## src/rtl/flash_status_read.sv

```systemverilog
module flash_status_read #(
  parameter int DATA_BYTES = 2,
  parameter int ADDR_W = 20,
  parameter int IDENT_W = 16,
  parameter logic [IDENT_W-1:0] ID0 = 16'h0001,
  parameter logic [IDENT_W-1:0] ID1 = 16'h227E,
  parameter logic [IDENT_W-1:0] ID2 = 16'h2210,
  parameter logic [IDENT_W-1:0] ID3 = 16'h2201
) (
  input  logic                      clk,
  input  logic                      rst_n,
  input  logic                      rd_en,
  input  logic [ADDR_W-1:0]         rd_addr,
  input  logic [2:0]                mode,
  input  logic [8*DATA_BYTES-1:0]   arr_data,
  input  logic                      suspend,
  input  logic                      sect_marked,
  input  logic                      prog_load,
  input  logic                      prog_msb,
  input  logic                      erase_start,
  input  logic                      erase_go,
  input  logic                      op_done,
  output logic [8*DATA_BYTES-1:0]   rd_data
);
  localparam int DW = 8 * DATA_BYTES;
  localparam int SHIFT = (DATA_BYTES == 4) ? 2 : (DATA_BYTES == 2) ? 1 : 0;
  localparam logic [2:0] M_AUTO = 3'd1, M_PROG = 3'd2, M_SERASE = 3'd3, M_CERASE = 3'd4;

  function automatic logic [DW-1:0] fit(input logic [IDENT_W-1:0] v);
    logic [DW+IDENT_W-1:0] wide;
    wide = {{DW{1'b0}}, v};
    return wide[DW-1:0];
  endfunction

  logic [7:0]    stat_q, stat_d, tog;
  logic          use_stat;
  logic [7:0]    idx;
  logic [DW-1:0] auto_word;

  assign idx = rd_addr[7:0] >> SHIFT;

  always_comb begin
    tog = 8'h00;
    use_stat = 1'b0;
    case (mode)
      M_PROG: begin use_stat = 1'b1; tog = 8'h40; end
      M_SERASE, M_CERASE: begin use_stat = 1'b1; tog = 8'h44; end
      M_AUTO: ;
      default: if (suspend && sect_marked) begin use_stat = 1'b1; tog = 8'h04; end
    endcase
  end

  always_comb begin
    case (idx)
      8'h00: auto_word = fit(ID0);
      8'h01: auto_word = fit(ID1);
      8'h02: auto_word = '0;
      8'h0E: auto_word = (&ID2) ? arr_data : fit(ID2);
      8'h0F: auto_word = (&ID3) ? arr_data : fit(ID3);
      default: auto_word = arr_data;
    endcase
  end

  assign rd_data = use_stat ? {{(DW-8){1'b0}}, stat_q ^ tog}
                 : (mode == M_AUTO) ? auto_word : arr_data;

  always_comb begin
    stat_d = stat_q ^ (rd_en ? tog : 8'h00);
    if (erase_go) stat_d[3] = 1'b1;
    if (op_done) begin
      stat_d[7] = ~stat_q[7];
      stat_d[3] = 1'b0;
    end
    if (prog_load) stat_d[7] = ~prog_msb;
    if (erase_start) begin
      stat_d[7] = 1'b0;
      stat_d[3] = 1'b0;
    end
  end

  always_ff @(posedge clk or negedge rst_n)
    if (!rst_n) stat_q <= 8'h00;
    else        stat_q <= stat_d;
endmodule

```

## config.mk

```make
export PLATFORM = sky130hd
export DESIGN_NAME = flash_status_read
export DESIGN_NICKNAME = d
export VERILOG_FILES = /design/src/rtl/flash_status_read.sv
export SDC_FILE = /design/constraint.sdc
export NUM_CORES = 1
export LEC_CHECK = 0
export ABC_AREA = 1
export BUFFER_PORTS_ARGS = -buffer_cell sky130_fd_sc_hd__buf_2
export CAP_MARGIN = 25
export CELL_PAD_IN_SITES_DETAIL_PLACEMENT = 2
export CELL_PAD_IN_SITES_GLOBAL_PLACEMENT = 2
export CORE_MARGIN = 2
export CORE_UTILIZATION = 14
export DETAILED_ROUTE_END_ITERATION = 16
export HOLD_SLACK_MARGIN = 0.12
export MAX_ROUTING_LAYER = met4
export PLACE_DENSITY_LB_ADDON = 0.15
export SYNTH_ARGS = -nofsm -noshare
export SYNTH_HDL_FRONTEND = slang
export SYNTH_SLANG_ARGS = --single-unit
```

## constraint.sdc

```tcl
create_clock -name clk -period 1.1 [get_ports clk]
set_input_delay 0.055 -clock clk [delete_from_list [all_inputs] [get_ports clk]]
set_output_delay 0.055 -clock clk [all_outputs]
set_load 0.01 [all_outputs]
```

==> run metrics <==
Largest register FFs=4; Top Registers=stat_q (4); Die Y-Extent=70.7 um; Crit. End Element=output port; cells after synthesis=108; Critical Path Fanout Max=3; worst-skew pair later-pin latency=0.21 ns; status=finished with violations; first-pass GRT wire length=5070 um; H-tree Lvls=1; die span in x=70.7 um; power per cell area=797 nW/um2; WP buf/inv=6; gr usage total=12.6%; Via density=4.20; CP Class=input pin to output port; fraction of layout cells with a size suffix above 1=64.8%; die area=5000 um2; crit-path leading delay family=buffers and inverters; worst hold stages=3; FMAX=895 MHz; RSZ-0062 raised after global routing=yes; synth-to-layout area growth=126%; clk buf depth=2; core footprint=4320 um2; vias in the first global route=approximately 1100; Pleak=0.000774 uW; Yosys warning count=0; skew final=0 ns; ANT nets after route=0; Final Worst Setup Slack=-0.0168 ns; # setup viols final=2; gr ovfl total=0; WL/cell=12.3 um; worst-path cell chain=buf_8 > inv_4 > nor2_4 > nand2_2 > buf_6 > nor3_4 > buf_4 > inv_2 > nand2_1 > buf_2; Cell Area, Synth=slightly above 600 um2; Distinct cells, synth=20; ant diodes=0; Critical Path RT=1.04 ns; Post-route DRC=0; Starting Density=14.4%; Least-Margin Pin Slew=0.266 ns; Syn Area/Cell=~5.8 um2; Placed Area=996 um2; Routability Congestion=around 0.73; Final Util=approximately a third; fin area=around 1400 um2; Final Hold Viols=0; Core Rows=24; total routed wirelength=2870 um; flops & latches, synth=4; Initial DRT Pass Iterations=3; Peak VDD IR=0.670 mV; DR vias=982; instance count on the critical path=10; Clock transition at path regs=about 0.030 ns; Largest Register=stat_q; Port Buf Inserts=51; startpoint types=input pin; violated checks=setup timing; sequential area share after synthesis=16.1%; I/O pins=65; CP max-delay cell=nor3_4; initial antenna violation count=0; 1st-iter DRT viols=8; FF-to-FF path depth=3; largest net degree at the start of global routing=7; HPWL Detailed=2280 um; Critical Path AT=1.06 ns; Worst Hold Class=input pin to flip-flop; Pins Over Slew Limit=0; total CTS buffers=3; Slew headroom=between 80% and 90%; Max-cap violations=0; Final min period=1.12 ns; Synth Net Count=157; Root Buffer=clkbuf_8; CTS Sinks=4; period utilization=102%; CTS tree=done; CP peak stage delay=0.24 ns; Net count, final=233
layout by cell type (no fill, tap or decap), types with 5 or more instances in the layout:
cell type / instances
nand2_2: 8
nand2_4: 7
buf_4: 14
nor2_4: 9
buf_6: 7
dlygate4sd3_1: 5
nor2_2: 7
nand2_1: 18
nor2_1: 6
inv_1: 11
buf_2: 42
per-layer routing:
metal / global-route usage (%) / vias to the layer above / share of wire [%]
met5: - / - / 0
li1: - / 488 / -
met3: 2.28 / 4 / 5.7
met4: 3.35 / 0 / 1.5
met1: 14.0 / 455 / 40
met2: 23.1 / 35 / 53
final cells by class:
class | count | area (um2)
clock buffer | 3 | 41.3
tap | 52 | 65.1
timing repair buffer | 71 | 499
fill | 542 | 2920
inverter | 20 | 97.6
multi-input combinational | 84 | 603
sequential | 4 | 100
per-stage QoR:
stage | TNS, ns | instances | setup WS (ns) | total power, uW | hold slack [ns]
after CTS | -0.260 | 234 | -0.0422 | 1090 | 0.126
after floorplan | 0 | 108 | 0.202 | 425 | -0.241
after detailed placement | -1.99 | 218 | -0.178 | 630 | -0.135
after global placement | -1.48 | 218 | -0.190 | 618 | -0.137
after global routing | -1.03 | 234 | -0.0917 | 1220 | 0.134
final | -0.0204 | 234 | -0.0168 | 1120 | 0.124
what timing repair did:
item / in CTS / in global routing
setup endpoints to repair: 16 / 16
setup buffers: 8 / 0
endpoints found under the hold margin: 6 / 0
pin swaps: 22 / 21
hold buffers: 5 / 0
resized for setup: 56 / 23
path summary, 6_finish.rpt:
| kind | from | to | slack [ns] |
|---|---|---|---|
| min in group asynchronous | rst_n | stat_q[7] | 0.17 |
| worst min register to register | stat_q[6] | stat_q[6] | 0.59 |
| max in group asynchronous | rst_n | stat_q[6] | 0.81 |
| worst max-delay path | rd_addr[1] | rd_data[5] | -0.02 |
| worst min-delay path | prog_load | stat_q[7] | 0.12 |
| worst max register to register | stat_q[7] | stat_q[7] | 0.17 |
worst register-to-register path: cells and delay by family (launching register included):
family | cells | cell delay [ns]
compound gates | 1 | 0.18
xor+xnor | 1 | 0.17
buf+inv | 1 | 0.07
flops | 1 | 0.40
kinds of logic (layout without fill, tap and decap cells):
kind of cell    Yosys count  count (layout)  synth area share, %
simple gates             71              71                 57.6
buf+inv                  20              94                 12.5
compound gates           11              11                 11.0
flops                     4               4                 16.1
xor+xnor                  2               2                 2.81
synth_stat cells, drive strengths merged:
master  instances  area (um2)
a21oi           7        46.3
nor3            3        15.0
dfrtp           4         100
o21ai           3        15.0
nor2           22         113
nand3b          1        7.51
inv            20        77.6
a21boi          1        7.51
nand3           8        62.6
nand2          33         136
nand4           4        25.0
xor2            2        17.5
power by group:
group          total (uW)  switching (uW)  internal, uW
sequential            203            24.1           179
clock                 303            70.1           233
combinational         616             311           305
total                1120             405           716
No activity file was read; power rests on OpenSTA's default activity.
